===== src/rtl/i2c_scl_pkg.sv =====
package i2c_scl_pkg;

    // Register and divider geometry
    localparam int REG_W   = 8;
    localparam int LO_W    = 7;
    localparam int HI_W    = 5;
    localparam int DIV_W   = LO_W + HI_W;
    localparam int CNT_W   = DIV_W + 2;
    localparam int MIN_DIV = 2;

    // Phase-length offsets (clocks added to N or 2N)
    localparam int STD_LO_ADD  = 3;
    localparam int FAST_LO_ADD = 4;
    localparam int HI_ADD      = 2;

    typedef enum logic [1:0] {
        PH_IDLE = 2'd0,
        PH_LOW  = 2'd1,
        PH_HIGH = 2'd2
    } scl_phase_e;

    typedef struct packed {
        logic             fast;
        logic [DIV_W-1:0] div;
    } scl_cfg_t;

    function automatic logic [CNT_W-1:0] high_len(scl_cfg_t c);
        return CNT_W'(c.div) + CNT_W'(HI_ADD);
    endfunction

    function automatic logic [CNT_W-1:0] low_len(scl_cfg_t c);
        if (c.fast)
            return (CNT_W'(c.div) << 1) + CNT_W'(FAST_LO_ADD);
        else
            return CNT_W'(c.div) + CNT_W'(STD_LO_ADD);
    endfunction

    function automatic logic cfg_legal(scl_cfg_t c);
        return c.div >= DIV_W'(MIN_DIV);
    endfunction

endpackage


===== src/rtl/scl_cfg_decode.sv =====
module scl_cfg_decode
    import i2c_scl_pkg::*;
(
    input  logic [REG_W-1:0] ctrl_reg,
    input  logic [HI_W-1:0]  ext_bits,
    output scl_cfg_t         cfg,
    output logic             legal
);
    // Low divider bits share the control byte with the mode select in its MSB
    always_comb begin
        cfg.fast = ctrl_reg[REG_W-1];
        cfg.div  = {ext_bits, ctrl_reg[LO_W-1:0]};
        legal    = cfg_legal(cfg);
    end
endmodule


===== src/rtl/scl_phase_timer.sv =====
module scl_phase_timer
    import i2c_scl_pkg::*;
(
    input  logic             clk,
    input  logic             rst,
    input  scl_cfg_t         cfg_in,
    input  logic             legal_in,
    output scl_phase_e       phase,
    output logic [CNT_W-1:0] cnt,
    output scl_cfg_t         cfg_act,
    output logic             tgl
);
    scl_phase_e       phase_q;
    logic [CNT_W-1:0] cnt_q;
    scl_cfg_t         cfg_q;
    logic             tgl_q;
    logic             last_cyc;
    logic             may_start;

    // A new period may start from park, or when a high phase is ending
    always_comb begin
        last_cyc  = (cnt_q == '0);
        may_start = (phase_q == PH_IDLE) || (phase_q == PH_HIGH && last_cyc);
    end

    always_ff @(posedge clk) begin
        if (rst) begin
            phase_q <= PH_IDLE;
            cnt_q   <= '0;
            cfg_q   <= '0;
            tgl_q   <= 1'b0;
        end else begin
            tgl_q <= 1'b0;
            if (may_start) begin
                if (legal_in) begin
                    phase_q <= PH_LOW;
                    cfg_q   <= cfg_in;
                    cnt_q   <= low_len(cfg_in) - CNT_W'(1);
                    tgl_q   <= 1'b1;
                end else begin
                    phase_q <= PH_IDLE;
                    cnt_q   <= '0;
                end
            end else if (phase_q == PH_LOW && last_cyc) begin
                phase_q <= PH_HIGH;
                cnt_q   <= high_len(cfg_q) - CNT_W'(1);
                tgl_q   <= 1'b1;
            end else begin
                cnt_q <= cnt_q - CNT_W'(1);
            end
        end
    end

    assign phase   = phase_q;
    assign cnt     = cnt_q;
    assign cfg_act = cfg_q;
    assign tgl     = tgl_q;
endmodule


===== src/rtl/scl_out_map.sv =====
module scl_out_map
    import i2c_scl_pkg::*;
(
    input  scl_phase_e phase,
    input  logic       tgl_in,
    output logic       lo_en,
    output logic       hi_en,
    output logic       tgl_out
);
    // Parked counts as released: SCL is high whenever it is not driven low
    always_comb begin
        lo_en   = (phase == PH_LOW);
        hi_en   = (phase != PH_LOW);
        tgl_out = tgl_in;
    end
endmodule


===== src/rtl/i2c_scl_divgen.sv =====
module i2c_scl_divgen
    import i2c_scl_pkg::*;
(
    input  logic             clk,
    input  logic             rst,
    input  logic [REG_W-1:0] clk_ctrl,
    input  logic [HI_W-1:0]  ext_div_hi,
    output logic             scl_lo_en,
    output logic             scl_hi_en,
    output logic             scl_tgl
);
    scl_cfg_t         cfg_w;
    scl_cfg_t         cfg_q_w;
    logic             legal_w;
    scl_phase_e       phase_w;
    logic [CNT_W-1:0] cnt_w;
    logic             tgl_w;

    scl_cfg_decode u_dec (
        .ctrl_reg (clk_ctrl),
        .ext_bits (ext_div_hi),
        .cfg      (cfg_w),
        .legal    (legal_w)
    );

    scl_phase_timer u_tmr (
        .clk      (clk),
        .rst      (rst),
        .cfg_in   (cfg_w),
        .legal_in (legal_w),
        .phase    (phase_w),
        .cnt      (cnt_w),
        .cfg_act  (cfg_q_w),
        .tgl      (tgl_w)
    );

    scl_out_map u_out (
        .phase   (phase_w),
        .tgl_in  (tgl_w),
        .lo_en   (scl_lo_en),
        .hi_en   (scl_hi_en),
        .tgl_out (scl_tgl)
    );
endmodule


===== config.mk =====
export PLATFORM = sky130hd
export DESIGN_NAME = i2c_scl_divgen
export DESIGN_NICKNAME = d
export VERILOG_FILES = /design/src/rtl/i2c_scl_pkg.sv /design/src/rtl/scl_cfg_decode.sv /design/src/rtl/scl_phase_timer.sv /design/src/rtl/scl_out_map.sv /design/src/rtl/i2c_scl_divgen.sv
export SDC_FILE = /design/constraint.sdc
export NUM_CORES = 1
export LEC_CHECK = 0
export BUFFER_PORTS_ARGS = -buffer_cell sky130_fd_sc_hd__buf_2
export CAP_MARGIN = 5
export CORE_UTILIZATION = 60
export CTS_BUF_LIST = sky130_fd_sc_hd__clkbuf_8
export DETAILED_ROUTE_END_ITERATION = 6
export PLACE_DENSITY = 0.79
export SYNTH_ARGS = -nofsm -noshare
export SYNTH_HDL_FRONTEND = slang
export SYNTH_HIERARCHICAL = 1
export SYNTH_SLANG_ARGS = --single-unit
export TNS_END_PERCENT = 5

===== constraint.sdc =====
create_clock -name clk -period 3.4 [get_ports clk]
set_input_delay 0.51 -clock clk [delete_from_list [all_inputs] [get_ports clk]]
set_output_delay 0.51 -clock clk [all_outputs]
set_load 0.005 [all_outputs]

; ---- Yosys cells after proc, flatten, opt, wreduce, memory -nomap -nowiden
; Cells that the tools add are included.
[op_classes]
eq_ne = 3
add_sub_neg = 6
mux = 13
order_cmp = 1
n_reduce_logical = 7
[op_table]
columns = op, n
row1 = 14-bit 2-to-1 mux, 7
row2 = 14-bit by 1-bit subtractor with 14-bit output (second input constant), 3
row3 = 12-bit by 2-bit adder with 13-bit output (second input constant), 2
row4 = 13-bit by 3-bit adder with 14-bit output (second input constant), 1
row5 = 14-bit logical NOT, 1
row6 = 12-bit by 2-bit greater-or-equal comparator with 1-bit output (second input constant), 1
row7 = 1-bit 2-to-1 mux, 4
row8 = 2-bit 2-to-1 mux, 2
row9 = 2-bit by 1-bit equality test with 1-bit output (second input constant), 1
row10 = 2-bit equality test (second input constant), 1
row11 = 1-bit logical AND, 2
row12 = 2-bit logical NOT, 1
row13 = 2-bit by 1-bit inequality test with 1-bit output (second input constant), 1
row14 = 2-bit AND reduction, 1
row15 = 2-bit nonzero test, 1
row16 = 1-bit logical OR, 1
[totals]
in_bits = 15
wordCells = 34
ff_bits = 29

; ---- Logic depth before layout (Yosys ltp)
; Gate-level depths: netlist of the first run.
[depth]
depth_word = 8
ltp_mapped = 11

; ---- Cells and area by module
; The synthesis of the first run kept the hierarchy.
[by_module_without_submodules]
columns = mod, area_each_um2, cells_each, seq_area_each_um2, n_inst
row1 = scl_phase_timer, 2349.8, 318, 600.6, 1
row2 = scl_cfg_decode, 120.1, 17, 0.0, 1
row3 = scl_out_map, 20.0, 3, 0.0, 1

; ---- Worst setup path after synthesis of the first run
; OpenSTA, ideal clock, no wires.
[synth_path]
kind = input to register
startpoint = input clk_ctrl[1]
endpoint = register u_tmr.cnt_q[10] (netlist: u_tmr/cnt[10])
path_buffers = 1
setup_time_ns = 0.132
arrival_ns = 2.634
cell_stages = 9
path_slack_ns = 0.634
t_required_ns = 3.268
cell_sequence = buf_4 > ha_1 > a21oi_2 > xor2_1 > o22ai_1 > or4_4 > nor3b_1 > xnor2_1 > o32ai_1
[synth_between]
elab_chain_cells = 8
word_cells_on_any_way = 10
[synth_lines]
columns = item, line_no
row1 = "start, declared", i2c_scl_divgen.sv:6  ; input logic [REG_W-1:0] clk_ctrl,
row2 = 13-bit by 3-bit adder with 14-bit output / 12-bit by 2-bit adder with 13-bit output (equally long branches), "i2c_scl_pkg.sv:33, i2c_scl_pkg.sv:35"
row3 = 14-bit 2-to-1 mux, i2c_scl_pkg.sv:32  ; if (c.fast)
row4 = 14-bit 2-to-1 mux, scl_phase_timer.sv:35  ; if (legal_in) begin
row5 = 14-bit 2-to-1 mux, scl_phase_timer.sv:34  ; if (may_start) begin
row6 = 14-bit 2-to-1 mux, scl_phase_timer.sv:27  ; if (rst) begin
row7 = 14-bit by 1-bit subtractor with 14-bit output, scl_phase_timer.sv:38  ; cnt_q <= low_len(cfg_in) - CNT_W'(1);
row8 = 14-bit 2-to-1 mux *, scl_phase_timer.sv:35
row9 = 14-bit 2-to-1 mux *, scl_phase_timer.sv:34
row10 = "end signal, assigned", scl_phase_timer.sv:38
row11 = "end signal, assigned", scl_phase_timer.sv:46  ; cnt_q <= high_len(cfg_q) - CNT_W'(1);
row12 = "end signal, assigned", scl_phase_timer.sv:49  ; cnt_q <= cnt_q - CNT_W'(1);
row13 = "end, declared", scl_phase_timer.sv:14  ; logic [CNT_W-1:0] cnt_q;
; Mark *: on every way between the ends. The rest lies on a longest branch, timed or not. The select of a mux whose other input is x is not followed.
; A chain may end at the register's enable or synchronous reset.

; ---- Final worst setup path of the first run
[layout_path]
startpoint = register u_tmr.cnt_q[0] (netlist: u_tmr/cnt[0])
endpoint = register u_tmr.cnt_q[8] (netlist: u_tmr/cnt[8])
[layout_between]
elab_chain_cells = 4
word_cells_on_any_way = 7
[layout_lines]
columns = item, line_no
row1 = "parallel branches: the longest is 3 deep, another holds 14-bit by 1-bit subtractor with 14-bit output", n/a
row2 = 14-bit 2-to-1 mux *, scl_phase_timer.sv:34
; Mark *: on every way between the ends.

==> key figures, run 1 <==
Worst hold path
  – Type of the tightest min-delay check: reg -> reg
  – Start point of the worst min-delay path: u_tmr/cfg_act[11]

CTS
  – CTS buffer count: 5
  – Root buffer cell: clkbuf_8
  – Clock H-tree levels: 2
  – CTS tree: built
  – Post CTS Setup Buffer Count: 0
  – Hold bufs inserted after CTS: 0
  – Clock slew at reported path FFs: 60 ps
  – Sink Count: 29
  – Worst-Skew Late Latency: 290 ps
  – Number of gates given a new drive strength after cts: 0
  – Buffer levels on the longest clock path: 2

STA
  – Worst clock skew: 6.62 ps
  – Slew Limit Fails: 0
  – Minimum clock period after layout: 3000 ps
  – Least-Margin Pin Slew: 699 ps
  – Period utilisation layout: 88.4%
  – Setup violations, final: 0
  – Final-report hold violation count: 0
  – Peak clock frequency supported by timing: 0.333 GHz
  – Worst Hold Slack: 487 ps
  – Total negative slack: 0 ps
  – Max_slew headroom: 53.0%
  – Setup repair after global routing missed its margin: false

Critical path
  – Highest-delay cell along the critical path: or4b_4
  – Critical R2R Launch: u_tmr/cnt[0]
  – Slowest stage delay, CP: 510 ps
  – Count of buffering cells on the critical path with inverters included: 2
  – Start point of the critical path: u_tmr/cnt[0]
  – Largest driver fanout on the critical path: 17
  – Launching element type of the critical path: flop
  – Worst setup EP type: flop
  – Startpoint-to-endpoint class of the critical path: reg -> reg
  – Endpoint arrival time on the critical path: 3220 ps
  – Cell type group with the largest total delay on the critical path: simple AND/OR/NAND/NOR gates
  – Worst path cell trace: inv_1, ha_1, or4b_4, nand2b_4, or3_1, a21oi_1, and2_1, buf_4, o21ai_0, a21oi_1
  – Req. time, crit path: 3610 ps
  – Cell with the most instances on the worst path: a21oi_1

Global routing
  – Wire length of the first global-routing pass: 9.80 mm
  – Pin count of the biggest net entering global routing: 35
  – Total grt overflow: 0
  – Number of global-route vias before repair: 2,098
  – Number of antenna violations at the first check in global routing: 0
  – Global Route Usage Sum: 29.8%

Placement
  – Input/output buffers: 17
  – Dpl hpwl: 4.31 mm
  – Routability congestion estimate from global placement: 0.931
  – Placed Instances: 370

Drt
  – DR DRC count: 0
  – Starting DRT DRC Count: 135
  – Detailed-route wire length per cell: 15.6 um
  – Total number of vias: 2,353
  – Drt total wl: 5.87 mm
  – Count of nets left with antenna violations after detail routing: 0
  – Detailed Routing Iterations Pass 1: 4
  – Via/cell ratio: 6.24

Final layout
  – Final Net Count: 349
  – Layout cell share with drive strength beyond 1: 10.9%
  – Most frequent standard cell in the layout excluding fill and tap cells: nand2_1
  – Leading cell types in the layout, fill and taps excluded: nand2_1 (49), a21oi_1 (37), dfxtp_1 (29), nor2_1 (22), xnor2_1 (19)
  – Layout Cells excl Fill: 377
  – Syn-to-layout area delta: 2.19%
  – # diodes: 0

Power and ir drop
  – Static Leak: 0.953 nW
  – Maximum vdd drop: 0.318 mV
  – PD cells: 418 nW/um^2

Synthesis
  – Mean Syn Cell Area: 7.36 um^2
  – Synth Cell Area: 2460 um^2
  – Syn nets: 354
  – Synth warn: 6
  – Count of mapped cells out of synthesis: 334

Floorplanning
  – Number of core rows: 22
  – Die span in y: 66.0 um
  – Die area: 4360 um^2
  – Core footprint: 3800 um^2
  – Initial Util: 64.7%
  – Die Width: 66.0 um
  – Ports: 18

Flow run
  – Reported max-cap violation count: 0

Status
  – Result of the run: complete, no violations
[worst paths after layout]
check | depth (start not counted) | slack [ps] | end
min | 2 | 490 | u_tmr/cfg_act[11]
max reg2reg | 10 | 400 | u_tmr/cnt[8]
max | 10 | 400 | u_tmr/cnt[8]
min reg2reg | 2 | 490 | u_tmr/cfg_act[11]
[cell type report]
class                           count  area (um^2)
Clock buffer                        6         82.6
Clock inverter                      1         3.75
Timing Repair Buffer               19          100
Inverter                            7         26.3
Sequential cell                    29          581
Multi-Input combinational cell    267         1660
Tap cell                           48         60.1
Fill cell                         348         1290
[metal layers]
layer / GRT usage [%] / wire [um]
met3: 6.72 / 347
met1: 40.7 / 2810
met4: 9.04 / 77
met2: 46.6 / 2640
met5: 0 / 0
[state kept, by name, indices dropped and copies added, names as in the netlist]
signal,count
u_tmr/tgl,1
u_tmr/cnt,14
u_tmr/phase,2
u_tmr/cfg_act,12
[stage by stage]
stage          instance area, um^2  power, mW  util (%)  worst slack (ps)
3_3_place_gp                  2420      0.759      63.8               423
5_1_grt                       2510       1.12      66.1               202
4_1_cts                       2510       1.05      66.1               485
6_report                      2510       1.05      66.1               395
2_1_floorplan                 2460      0.702         -               634
3_5_place_dp                  2420      0.765      63.8               363
[worst reg2reg max path, stage by stage, from the launching register on]
cell      delay [ps]
dfxtp_1          320
inv_1             70
ha_1             230
or4b_4           510
nand2b_4         190
or3_1            380
a21oi_1          280
and2_1           340
buf_4            270
o21ai_0          170
a21oi_1          160
[power breakdown]
part / switching (mW) / leakage, nW / internal [mW]
sequential: 0.0394 / 0.240 / 0.380
combinational: 0.203 / 0.665 / 0.143
clock: 0.128 / 0.0485 / 0.157
No activity file was read; power rests on OpenSTA's default activity.
==> inputs of run 2 (changes only) <==
--- a/config.mk
+++ b/config.mk
@@ -9,6 +9,6 @@
 export CAP_MARGIN = 5
-export CORE_UTILIZATION = 60
+export CORE_UTILIZATION = 40
 export CTS_BUF_LIST = sky130_fd_sc_hd__clkbuf_8
 export DETAILED_ROUTE_END_ITERATION = 6
-export PLACE_DENSITY = 0.79
+export HOLD_SLACK_MARGIN = 0.03
 export SYNTH_ARGS = -nofsm -noshare
==> constraint.sdc (replaced) <==
create_clock -name clk -period 3.4 [get_ports clk]
set_input_delay 0.17 -clock clk [delete_from_list [all_inputs] [get_ports clk]]
set_output_delay 0.17 -clock clk [all_outputs]
set_load 0.005 [all_outputs]
==> run 2 against run 1 <==
  * Flip-flop and latch count stayed put
  * Clock skew decreased by 3.4 ps
  * Largest power group unchanged
  * Critical path depth unchanged
==> key figures, run 2 (synthesized netlist as in run 1, its figures left out) <==
Critical path
  – Count of buffering cells on the critical path with inverters included: 2 (unchanged)
  – Startpoint-to-endpoint class of the critical path: reg -> reg
  – Req. time, crit path: 3580 ps (-30 ps)
  – Slowest stage delay, CP: 510 ps (about the same)
  – Launching element type of the critical path: flop
  – Worst path cell trace: inv_1, ha_1, or4b_4, nand2b_4, or3_1, a21oi_1, and2_1, buf_4, nand2b_1, o32ai_1
  – Largest driver fanout on the critical path: 12 (-5)
  – Highest-delay cell along the critical path: or4b_4
  – Cell type group with the largest total delay on the critical path: simple AND/OR/NAND/NOR gates
  – Endpoint arrival time on the critical path: 3080 ps (-140 ps)
  – Worst setup EP type: flop

CTS
  – Root buffer cell: clkbuf_8
  – Clock H-tree levels: 2 (unchanged)
  – Worst-Skew Late Latency: 280 ps (about the same)
  – Number of gates given a new drive strength after cts: 0 (unchanged)
  – Buffer levels on the longest clock path: 2 (unchanged)
  – CTS buffer count: 5 (unchanged)
  – Sink Count: 29 (unchanged)
  – Hold bufs inserted after CTS: 0 (unchanged)
  – Post CTS Setup Buffer Count: 0 (unchanged)
  – CTS tree: built
  – Clock slew at reported path FFs: 60 ps (about the same)

Drt
  – Starting DRT DRC Count: 124 (-8.1%)
  – Detailed-route wire length per cell: 15.1 um (-3.2%)
  – Total number of vias: 2,295 (-2.5%)
  – Via/cell ratio: 5.67 (-9.2%)
  – Count of nets left with antenna violations after detail routing: 0 (unchanged)
  – Detailed Routing Iterations Pass 1: 5 (+1)
  – Drt total wl: 6.10 mm (+3.9%)
  – DR DRC count: 0 (unchanged)

Final layout
  – Most frequent standard cell in the layout excluding fill and tap cells: nand2_1
  – Leading cell types in the layout, fill and taps excluded: nand2_1 (49), a21oi_1 (37), dfxtp_1 (29), nor2_1 (22), xnor2_1 (19)
  – Flip-flop count of the largest register, all copies and words added: 14 (unchanged)
  – Share of the core filled with cells: 43.1% (-23 points)
  – Layout Cells excl Fill: 405 (+7.4%)
  – Layout cell share with drive strength beyond 1: 11.2% (+0.27 points)
  – # diodes: 0 (unchanged)
  – Final Net Count: 350 (+0.29%)
  – Syn-to-layout area delta: 3.87%

Power and ir drop
  – Static Leak: 0.958 nW (+0.51%)
  – PD cells: 411 nW/um^2 (-1.7%)
  – Total power consumption of the routed design: 1.05 mW (-0.12%)
  – Maximum vdd drop: 0.198 mV (-38%)

Floorplanning
  – Number of core rows: 28 (+27%)
  – Ports: 18 (unchanged)
  – Initial Util: 41.5% (-23 points)
  – Die span in y: 80.4 um (+22%)
  – Core footprint: 5920 um^2 (+56%)
  – Die Width: 80.4 um (+22%)
  – Die area: 6460 um^2 (+48%)

Global routing
  – Number of antenna violations at the first check in global routing: 0 (unchanged)
  – Total grt overflow: 0 (unchanged)
  – Global Route Usage Sum: 20.3% (-9.6 points)
  – Pin count of the biggest net entering global routing: 35 (unchanged)
  – Wire length of the first global-routing pass: 10.1 mm (+3.4%)
  – Number of global-route vias before repair: 2,152 (+2.6%)

STA
  – Least-Margin Pin Slew: 614 ps (-84.7 ps)
  – Setup repair after global routing missed its margin: false
  – Final critical-path setup slack: 501 ps (+106 ps)
  – Max_slew headroom: 58.7% (+5.7 points)
  – Worst clock skew: 3.20 ps (-3.42 ps)
  – Setup violations, final: 0 (unchanged)
  – Minimum clock period after layout: 2900 ps (-106 ps)
  – Total negative slack: 0 ps (unchanged)
  – Slew Limit Fails: 0 (unchanged)
  – Peak clock frequency supported by timing: 0.345 GHz (+3.7%)
  – Final-report hold violation count: 0 (unchanged)
  – Period utilisation layout: 85.3% (-3.1 points)

Status
  – Result of the run: complete, no violations

Flow run
  – Reported max-cap violation count: 0 (unchanged)

Placement
  – Placed Instances: 398 (+7.6%)
  – Post-Place Setup Slack: 500 ps (+136 ps)
  – Input/output buffers: 17 (unchanged)
  – Dpl hpwl: 4.46 mm (+3.4%)
  – Routability congestion estimate from global placement: 0.895 (-3.8%)

Worst hold path
  – Type of the tightest min-delay check: in -> reg
## run 2: cell count changes in the layout (fill, tap and decap cells not counted), sizes merged
cell and delta:
buf +1
## run 2: path summary, 6_finish.rpt
path / start / end / slack, ps / depth (start not counted)
setup / recovery: u_tmr/cnt[0] / u_tmr/cnt[11] / 500 / 10
hold / removal: clk_ctrl[5] / u_tmr/cfg_act[5] / 200 / 3
setup reg to reg: u_tmr/cnt[0] / u_tmr/cnt[11] / 500 / 10
hold reg to reg: u_tmr/cfg_act[1] / u_tmr/cfg_act[1] / 490 / 2
## run 2: worst min-delay path, delay by kind of cell
kind | cells | cell delay (ps)
AOI/OAI and AO/OA | 1 | 50
and+or+nand+nor | 1 | 60
buffers and inverters | 1 | 150
## run 2: area by class of cell
cell class                      instances  area, um^2
Clock buffer                            6        82.6
Inverter                                7        26.3
Fill cell                             634        3370
Multi-Input combinational cell        267        1660
Sequential cell                        29         581
Clock inverter                          1        3.75
Tap cell                               75        93.8
Timing Repair Buffer                   20         108
## run 2: through the flow
step | instance area [um^2] | hold WS (ps)
2_1_floorplan | 2460 | 427
3_3_place_gp | 2470 | 481
3_5_place_dp | 2470 | 484
4_1_cts | 2550 | 193
5_1_grt | 2550 | 210
6_report | 2550 | 202
## run 2: per-layer routing
| metal | vias to the layer above | part of all wire, % | track usage, % |
|---|---|---|---|
| li1 | 1192 | - | - |
| met1 | 1041 | 49 | 28.1 |
| met2 | 56 | 46 | 32.4 |
| met3 | 6 | 3.5 | 2.61 |
| met4 | 0 | 1.0 | 6.07 |
| met5 | - | 0 | 0 |
## run 2: power by group
group	switching, mW	internal, mW	leakage, nW
combinational	0.202	0.144	0.670
clock	0.125	0.157	0.0485
sequential	0.0406	0.380	0.240
